[config.mk]
export PLATFORM = sky130hd
export DESIGN_NAME = ptw_walker
export DESIGN_NICKNAME = d
export VERILOG_FILES = /design/src/rtl/ptw_pkg.sv /design/src/rtl/ptw_addr_gen.sv /design/src/rtl/ptw_perm_check.sv /design/src/rtl/ptw_walker.sv
export SDC_FILE = /design/constraint.sdc
export NUM_CORES = 1
export LEC_CHECK = 0
export ABC_AREA = 1
export BUFFER_PORTS_ARGS = -buffer_cell sky130_fd_sc_hd__buf_4
export CORE_AREA = 2 2 135 85
export CTS_BUF_LIST = sky130_fd_sc_hd__clkbuf_16
export CTS_CLUSTER_SIZE = 30
export DETAILED_ROUTE_END_ITERATION = 8
export DIE_AREA = 0 0 137 87
export PLACE_DENSITY_LB_ADDON = 0.08
export SLEW_MARGIN = 20
export SYNTH_ARGS = -nofsm -noshare
export SYNTH_HDL_FRONTEND = slang
export SYNTH_SLANG_ARGS = --single-unit
[constraint.sdc]
create_clock -name clk -period 3.7 [get_ports clk]
set_clock_uncertainty 0.2 [all_clocks]
set_input_delay 0.925 -clock clk [delete_from_list [all_inputs] [get_ports clk]]
set_output_delay 0.925 -clock clk [all_outputs]
set_load 0.005 [all_outputs]
[src/rtl/ptw_pkg.sv]
package ptw_pkg;
  typedef enum logic [1:0] {
    ACC_LOAD  = 2'd0,
    ACC_STORE = 2'd1,
    ACC_FETCH = 2'd2
  } acc_e;

  typedef enum logic [2:0] {
    S_IDLE,
    S_DIR_RQ,
    S_DIR_RS,
    S_LEAF_RQ,
    S_LEAF_RS,
    S_MARK_RQ
  } walk_e;

  localparam int BIT_V = 0;
  localparam int BIT_R = 1;
  localparam int BIT_W = 2;
  localparam int BIT_X = 3;
  localparam int BIT_D = 4;
  localparam int FLAG_W = 5;
endpackage

[src/rtl/ptw_addr_gen.sv]
module ptw_addr_gen #(
  parameter int PA_W  = 32,
  parameter int OFF_W = 12,
  parameter int IDX_W = 10
) (
  input  logic [PA_W-OFF_W-1:0] base_ppn,
  input  logic [IDX_W-1:0]      idx,
  output logic [PA_W-1:0]       addr
);
  localparam int ENT_SHIFT = 2;

  always_comb begin
    addr = {base_ppn, {OFF_W{1'b0}}} + (PA_W'(idx) << ENT_SHIFT);
  end
endmodule

[src/rtl/ptw_perm_check.sv]
module ptw_perm_check
  import ptw_pkg::*;
(
  input  logic [FLAG_W-1:0] flags,
  input  logic [1:0]        acc,
  output logic              allowed,
  output logic              mark_dirty
);
  logic type_ok;

  always_comb begin
    case (acc)
      ACC_LOAD:  type_ok = flags[BIT_R];
      ACC_STORE: type_ok = flags[BIT_W];
      ACC_FETCH: type_ok = flags[BIT_X];
      default:   type_ok = 1'b0;
    endcase
    allowed    = flags[BIT_V] && type_ok;
    mark_dirty = allowed && (acc == ACC_STORE) && !flags[BIT_D];
  end
endmodule

[src/rtl/ptw_walker.sv]
module ptw_walker
  import ptw_pkg::*;
#(
  parameter int VA_W  = 32,
  parameter int PA_W  = 32,
  parameter int OFF_W = 12,
  parameter int IDX_W = 10
) (
  input  logic                  clk,
  input  logic                  rst,
  input  logic                  req_valid,
  output logic                  req_ready,
  input  logic [VA_W-1:0]       req_vaddr,
  input  logic [1:0]            req_acc,
  input  logic [PA_W-OFF_W-1:0] dir_base_ppn,
  output logic                  mem_req_valid,
  input  logic                  mem_req_ready,
  output logic                  mem_we,
  output logic [PA_W-1:0]       mem_addr,
  output logic [PA_W-1:0]       mem_wdata,
  input  logic                  mem_rsp_valid,
  input  logic [PA_W-1:0]       mem_rdata,
  output logic                  done,
  output logic                  fault,
  output logic                  fault_perm,
  output logic [PA_W-1:0]       out_pa,
  output logic [2:0]            out_perm
);
  localparam int PPN_W  = PA_W - OFF_W;
  localparam int DIR_HI = VA_W - 1;
  localparam int DIR_LO = VA_W - IDX_W;
  localparam int TBL_HI = DIR_LO - 1;
  localparam int TBL_LO = DIR_LO - IDX_W;

  walk_e           st;
  logic [VA_W-1:0] va_q;
  logic [1:0]      acc_q;
  logic [PA_W-1:0] dir_addr, leaf_addr;
  logic            allowed, mark_dirty;

  ptw_addr_gen #(.PA_W(PA_W), .OFF_W(OFF_W), .IDX_W(IDX_W)) u_dir_addr (
    .base_ppn (dir_base_ppn),
    .idx      (req_vaddr[DIR_HI:DIR_LO]),
    .addr     (dir_addr)
  );

  ptw_addr_gen #(.PA_W(PA_W), .OFF_W(OFF_W), .IDX_W(IDX_W)) u_leaf_addr (
    .base_ppn (mem_rdata[PA_W-1:OFF_W]),
    .idx      (va_q[TBL_HI:TBL_LO]),
    .addr     (leaf_addr)
  );

  ptw_perm_check u_perm (
    .flags      (mem_rdata[FLAG_W-1:0]),
    .acc        (acc_q),
    .allowed    (allowed),
    .mark_dirty (mark_dirty)
  );

  assign req_ready     = (st == S_IDLE);
  assign mem_req_valid = (st == S_DIR_RQ) || (st == S_LEAF_RQ) || (st == S_MARK_RQ);

  always_ff @(posedge clk) begin
    if (rst) begin
      st         <= S_IDLE;
      va_q       <= '0;
      acc_q      <= '0;
      mem_addr   <= '0;
      mem_wdata  <= '0;
      mem_we     <= 1'b0;
      done       <= 1'b0;
      fault      <= 1'b0;
      fault_perm <= 1'b0;
      out_pa     <= '0;
      out_perm   <= '0;
    end else begin
      done  <= 1'b0;
      fault <= 1'b0;
      case (st)
        S_IDLE: begin
          if (req_valid) begin
            va_q     <= req_vaddr;
            acc_q    <= req_acc;
            mem_addr <= dir_addr;
            mem_we   <= 1'b0;
            st       <= S_DIR_RQ;
          end
        end
        S_DIR_RQ:  if (mem_req_ready) st <= S_DIR_RS;
        S_DIR_RS: begin
          if (mem_rsp_valid) begin
            if (!mem_rdata[BIT_V]) begin
              fault      <= 1'b1;
              fault_perm <= 1'b0;
              out_pa     <= '0;
              st         <= S_IDLE;
            end else begin
              mem_addr <= leaf_addr;
              st       <= S_LEAF_RQ;
            end
          end
        end
        S_LEAF_RQ: if (mem_req_ready) st <= S_LEAF_RS;
        S_LEAF_RS: begin
          if (mem_rsp_valid) begin
            if (!allowed) begin
              fault      <= 1'b1;
              fault_perm <= mem_rdata[BIT_V];
              out_pa     <= '0;
              st         <= S_IDLE;
            end else begin
              out_pa   <= {mem_rdata[PA_W-1:OFF_W], va_q[OFF_W-1:0]};
              out_perm <= {mem_rdata[BIT_X], mem_rdata[BIT_W], mem_rdata[BIT_R]};
              if (mark_dirty) begin
                mem_we    <= 1'b1;
                mem_wdata <= mem_rdata | (PA_W'(1) << BIT_D);
                st        <= S_MARK_RQ;
              end else begin
                done <= 1'b1;
                st   <= S_IDLE;
              end
            end
          end
        end
        S_MARK_RQ: begin
          if (mem_req_ready) begin
            mem_we <= 1'b0;
            done   <= 1'b1;
            st     <= S_IDLE;
          end
        end
        default: st <= S_IDLE;
      endcase
    end
  end

  logic unused_ppn;
  assign unused_ppn = ^{PPN_W{1'b0}};
endmodule

==> reports/metrics.csv, run 1 <==
stage,metric,value,unit
outcome,status,"finished, final reports clean",
global_routing,grt-ovfl-total,0,
synthesis,postSynthCellCount,815,
layout,fillers,899,
die,core,10800,um2
layout,antenna_cells,0,
worst_hold_path,hold_class,reg -> reg,
worst_setup_path,critPathMaxFanout,14,
layout,layout-drive-gt1-share,0.265,
clocking,hold_buffers,0,
worst_setup_path,cp-start-kind,flip-flop,
synthesis,synth_area,5630,um2
detailed_routing,vias,5718,
sta,slew_headroom,0.326,
clocking,cts_tree,built,
worst_setup_path,worstSetupPathType,reg -> out,
sta,finalCritPeriodShare,0.763,
sta,grt_setup_unrepaired,false,
detailed_routing,post_drt_wl_per_cell,14.3,um
sta,hold_viol_final,0,
pwr,ir_worst_vdd,423,uV
sta,period_minus_slack,2.82,ns
clocking,ctsLongestPathBuffers,2,
layout,mostFrequentLayoutCell,nand2_1,
die,dieArea,11900,um2
worst_setup_path,cp-end-kind,output port,
die,std_cell_rows,30,
pwr,p_leak,3.70,nW
clocking,post_cts_buffers,0,
layout,layout_common_cells,"nand2_1 (230), buf_4 (200), dfxtp_1 (128)",
run,drv_cap,0,
detailed_routing,routed_wl,16.3,mm
sta,setup-violations-final,0,
detailed_routing,drtPass1Iterations,6,
die,die_h,87,um
detailed_routing,remaining_drc_errors,0,
sta,worstMarginPinSlew,1.00,ns
placement,dpl.hpwl,11.2,mm
die,io-pin-count,196,
clocking,cts_resized,0,
die,die_x,137,um
pwr,power.density,627,nW/um2
clocking,numClockSinks,128,
detailed_routing,avgViaCountPerCell,5.02,
detailed_routing,drt_iter0_drc,267,
global_routing,grt_max_degree,61,
global_routing,grt_pass1_vias,5326,
layout,fin_nets,1073,
synthesis,ys_seq_elements,128,
detailed_routing,ant_nets,0,
global_routing,grt_pass1_wl,25.4,mm
clocking,cts_max_level,4,
clocking,cts.clk_slew.worst_paths,0.05,ns
placement,dpl_cell_area,7010,um2
clocking,clk_latency,0.41,ns
synthesis,ys_seq_area_frac,0.456,
synthesis,synth_warnings,0,
global_routing,grt_usage,0.272,
worst_setup_path,worstPathRequired,2.57,ns
placement,portBuffers,193,
worst_setup_path,cp_data_arrival_time,1.70,ns
clocking,cts_root_buf,clkbuf_16,
sta,slew_violations,0,
layout,area_delta_synth_final,34.7,%
global_routing,antenna_found_initial,0,
synthesis,ys_types,28,
synthesis,synth_area_per_cell,6.90,um2
clocking,cts_buffers,17,
layout,fin_area,7580,um2
sta,fmax,354,MHz
die,initial_core_util,0.520,
sta,setup-tns-final,0,ns
placement,gp_congestion,0.920,
-- layout make-up --
cell class              count  area [um2]  area share
well taps                 144         180      0.0238
multi-input cells         553        2460       0.324
repair buffers            200        1500       0.198
flip-flops and latches    128        2560       0.338
clock inverters            15         146      0.0193
clock buffers              17         425      0.0561
inverters                  82         308      0.0406
-- worst paths after layout --
| check | from | slack (ns) | depth (start not counted) | to |
|---|---|---|---|---|
| worst max-delay path | st[1] | 0.88 | 4 | req_ready |
| worst min-delay path | va_q[21] | 0.25 | 2 | va_q[21] |
| worst max register to register | st[1] | 1.10 | 7 | mem_wdata[0] |
| worst min register to register | va_q[21] | 0.25 | 2 | va_q[21] |
-- power by group --
part	internal, mW	switching [mW]	total, mW
Sequential	1.60	0.136	1.73
Clock	0.983	0.624	1.61
Combinational	0.548	0.862	1.41
-- registers in the layout, summed over array words and instances (netlist names) --
signal,count
mem_wdata,32
out_pa,32
mem_addr,30
va_q,22
out_perm,3
st,3
acc_q,2
done,1
fault,1
fault_perm,1
mem_we,1
-- cells by family (layout without fill, tap and decap cells) --
logic type,Yosys count,count (layout),share of synthesized area
buffers and inverters,135,314,0.110
and+or+nand+nor,455,455,0.347
AOI/OAI and AO/OA,96,96,0.0865
DFF,128,128,0.456
other,1,2,0.000667
-- through the flow --
stage | hold WS (ns) | utilization | cells | worst slack (ns) | total power, mW
finish | 0.248 | 0.701 | 1139 | 0.875 | 4.75
global route | 0.271 | 0.701 | 1139 | 0.764 | 5.05
CTS | 0.248 | 0.701 | 1139 | 0.880 | 4.77
detailed placement | 0.241 | 0.648 | 1107 | 1.12 | 3.16
global placement | 0.238 | 0.648 | 1107 | 1.20 | 3.11
floorplan | 0.224 | - | 816 | 1.65 | 2.64
-- synthesized netlist by cell type --
cell type,n,area (um2)
nand2_1,230,863
dfxtp_1,128,2560
nor2_1,127,477
inv_1,78,293
a21oi_1,66,330
nand4_1,35,219
nand3_1,27,135
o21ai_0,27,135
buf_2,25,125
nand2_2,22,138
clkbuf_1,14,52.6
buf_6,9,101
nor2_2,5,31.3
buf_4,4,30.0
inv_2,3,11.3
and2_1,2,12.5
nor2_4,2,22.5
a211oi_1,1,7.51
buf_1,1,3.75
clkinv_1,1,3.75
conb_1,1,3.75
nand2_4,1,11.3
nand3_2,1,10.0
nand3b_1,1,7.51
nand3b_4,1,20.0
nor3_1,1,5.00
o21bai_1,1,7.51
o22ai_1,1,6.26
-- worst max-delay path, stage by stage (launching register included) --
cell and delay [ns]:
dfxtp_1 0.41, nor2_4 0.16, inv_1 0.06, nor2_2 0.45
buf_4 0.21
-- per-layer routing --
layer / vias to the layer above / wire length, um / global-route usage
met1: 2590 / 7290 / 0.362
met2: 232 / 7270 / 0.420
met3: 26 / 1420 / 0.0809
met4: 0 / 270 / 0.0984
met5: - / 0 / 0
li1: 2870 / - / -
No activity file was read; power rests on OpenSTA's default activity.
==> run 2: changes to the inputs <==
--- a/config.mk
+++ b/config.mk
@@ -7,11 +7,11 @@
 export LEC_CHECK = 0
 export ABC_AREA = 1
 export BUFFER_PORTS_ARGS = -buffer_cell sky130_fd_sc_hd__buf_4
-export CORE_AREA = 2 2 135 85
+export CORE_AREA = 2 2 140 88
 export CTS_BUF_LIST = sky130_fd_sc_hd__clkbuf_16
 export CTS_CLUSTER_SIZE = 30
 export DETAILED_ROUTE_END_ITERATION = 8
-export DIE_AREA = 0 0 137 87
+export DIE_AREA = 0 0 142 90
 export PLACE_DENSITY_LB_ADDON = 0.08
 export SLEW_MARGIN = 20
 export SYNTH_ARGS = -nofsm -noshare
==> constraint.sdc (replaced) <==
create_clock -name clk -period 2.9 [get_ports clk]
set_clock_uncertainty 0.2 [all_clocks]
set_input_delay 0.725 -clock clk [delete_from_list [all_inputs] [get_ports clk]]
set_output_delay 0.725 -clock clk [all_outputs]
set_load 0.005 [all_outputs]
==> run 2 against run 1 <==
Compared with the run above:
- design area is 1.4% higher
- first-iteration DRC count up 21%
- sequential cell count did not move
- clock power rose by 41%
- die area rose by 7.2%
- power rose by 33%
- count of clock-buffer cells in the layout stayed put
- register-to-register slack got worse by 0.37 ns
- utilization is 3.8 points lower
- via count shrank 2.2%
==> reports/metrics.csv, run 2 (synthesis gave the netlist of run 1 again) <==
stage,metric,value,unit,change
sta,period_minus_slack,2.42,ns,
sta,setup_ws,0.475,ns,was 0.875 ns
detailed_routing,routed_wl,15.8,mm,was 16.3 mm
die,io-pin-count,196,,unchanged
pwr,p_sw_frac,0.321,,was 0.341
layout,fillers,1031,,was 899
layout,multi_input_area,2460,um2,unchanged
detailed_routing,avgViaCountPerCell,4.88,,was 5.02
run,drv_cap,0,,unchanged
worst_setup_path,cp-start-kind,flip-flop,,unchanged
sta,worstMarginPinSlew,0.673,ns,was 1.00 ns
sta,setup-violations-final,0,,unchanged
worst_setup_path,critPathMaxFanout,13,,was 14
pwr,p_clk_frac,0.360,,was 0.338
worst_setup_path,cp-end-kind,output port,,unchanged
clocking,cts_resized,0,,unchanged
sta,hold_viol_final,0,,unchanged
pwr,power.density,819,nW/um2,was 627 nW/um2
sta,finalCritPeriodShare,0.836,,
placement,gp_congestion,0.887,,was 0.920
outcome,status,"finished, final reports clean",,unchanged
clocking,post_cts_buffers,0,,unchanged
sta,slew_violations,0,,unchanged
layout,fin_nets,1076,,"was 1,073"
clocking,cts_max_level,4,,unchanged
detailed_routing,remaining_drc_errors,0,,unchanged
clocking,cts.clk_slew.worst_paths,0.05,ns,about the same
worst_setup_path,worstPathRequired,1.98,ns,was 2.57 ns
layout,area_delta_synth_final,36.6,%,was 34.7%
detailed_routing,drt_iter0_drc,322,,was 267
worst_setup_path,cp_num_buf_inv,3,,was 2
clocking,cts_buffers,17,,unchanged
layout,layout-drive-gt1-share,0.267,,was 0.265
worst_setup_path,max_stage_delay,0.41,ns,was 0.45 ns
die,initial_core_util,0.485,,was 0.520
die,std_cell_rows,31,,was 30
sta,fmax,412,MHz,
pwr,power.internal,4.27,mW,was 3.13 mW
pwr,p_leak,3.78,nW,was 3.70 nW
layout,layout_common_cells,"nand2_1 (230), buf_4 (201), dfxtp_1 (128)",,"was nand2_1 (230), buf_4 (200), dfxtp_1 (128)"
placement,dp_slack,0.584,ns,was 1.12 ns
pwr,combPwrFrac,0.291,,was 0.297
worst_setup_path,critPathTopFamily,flip-flops,,was simple AND/OR/NAND/NOR gates
worst_setup_path,cp_data_arrival_time,1.50,ns,was 1.70 ns
placement,portBuffers,193,,unchanged
worst_setup_path,worstSetupPathType,reg -> out,,unchanged
worst_setup_path,cp_cell_sequence,nor2_4 -> inv_1 -> nor2_2 -> buf_4 -> buf_4,,was nor2_4 -> inv_1 -> nor2_2 -> buf_4
layout,mostFrequentLayoutCell,nand2_1,,unchanged
clocking,cts_root_buf,clkbuf_16,,unchanged
sta,setup-tns-final,0,ns,unchanged
global_routing,antenna_found_initial,0,,unchanged
sta,grt_setup_unrepaired,false,,unchanged
layout,top_regs,"mem_wdata (32), out_pa (32), mem_addr (30)",,unchanged
clocking,ctsLongestPathBuffers,2,,unchanged
global_routing,grt-ovfl-total,0,,unchanged
detailed_routing,ant_nets,0,,unchanged
worst_hold_path,hold_class,reg -> reg,,unchanged
worst_setup_path,cpMostUsedCell,buf_4,,
placement,dpl.hpwl,10.8,mm,was 11.2 mm
layout,register_area,2560,um2,unchanged
die,die_h,90,um,was 87 um
detailed_routing,vias,5590,,"was 5,718"
clocking,cts_tree,built,,unchanged
pwr,ir_worst_vdd,554,uV,was 423 uV
global_routing,grt_pass1_wl,25.6,mm,was 25.4 mm
sta,slew_headroom,0.552,,was 0.326
worst_setup_path,cpMaxStageDelayCell,dfxtp_1,,was nor2_2
pwr,sequentialPowerShare,0.349,,was 0.365
global_routing,grt_usage,0.250,,was 0.272
global_routing,grt_pass1_vias,5051,,"was 5,326"
die,die_x,142,um,was 137 um
detailed_routing,drtPass1Iterations,5,,was 6
clocking,hold_buffers,0,,unchanged
pwr,p_sw,2.02,mW,was 1.62 mW
detailed_routing,post_drt_wl_per_cell,13.8,um,was 14.3 um
die,core,11600,um2,"was 10,800 um2"
global_routing,grt_max_degree,61,,unchanged
layout,antenna_cells,0,,unchanged
die,dieArea,12800,um2,"was 11,900 um2"
clocking,numClockSinks,128,,unchanged
clocking,clk_latency,0.41,ns,about the same
## run 2: cell count changes in the layout (fill, tap and decap cells not counted)
cell / delta
clkinv_1: -1
bufinv_16: +3
buf_4: +1
inv_1: +2
clkinv_2: +3
buf_12: +2
clkinvlp_4: -5
clkinv_4: -2
## run 2: metal layers
layer,share of wire,track usage,vias to the layer above
met4,0.0085,0.0583,0
met1,0.50,0.371,2497
met2,0.41,0.349,203
met5,0,0,-
li1,-,-,2877
met3,0.081,0.0810,13
## run 2: final timing paths
check / start / end / slack [ns] / cells past startpoint
max: st[1] / req_ready / 0.48 / 5
min: va_q[21] / va_q[21] / 0.25 / 2
max reg2reg: st[1] / mem_addr[19] / 0.73 / 6
min reg2reg: va_q[21] / va_q[21] / 0.25 / 2
## run 2: layout make-up
class                           instances  area share
Multi-Input combinational cell        553       0.320
Sequential cell                       128       0.333
Inverter                               82      0.0400
Clock buffer                           17      0.0553
Timing Repair Buffer                  203       0.202
Clock inverter                         15      0.0260
Tap cell                              148      0.0241
## run 2: per-stage QoR
step	hold slack, ns	area (um2)	util	total power [mW]	instances
2_1_floorplan	0.224	5630	-	3.37	816
3_3_place_gp	0.233	7060	0.609	4.05	1114
3_5_place_dp	0.244	7060	0.609	4.05	1114
4_1_cts	0.252	7690	0.663	6.32	1146
5_1_grt	0.281	7690	0.663	6.69	1146
6_report	0.251	7690	0.663	6.30	1146
## run 2: worst reg2reg max path: stages, from the launching register on
cell,delay [ns]
dfxtp_1,0.54
inv_1,0.15
o21ai_0,0.29
nand3b_4,0.61
nand2_1,0.14
nand2_1,0.09
nor2_1,0.04
## run 2: power by group through the flow
| stage | combinational [mW] | sequential, mW | clock [mW] |
|---|---|---|---|
| floorplan | 1.15 | 2.22 | 0 |
| global placement | 1.82 | 2.23 | 0 |
| detailed placement | 1.82 | 2.23 | 0 |
| CTS | 1.83 | 2.20 | 2.29 |
| global route | 2.07 | 2.23 | 2.39 |
| finish | 1.83 | 2.20 | 2.27 |
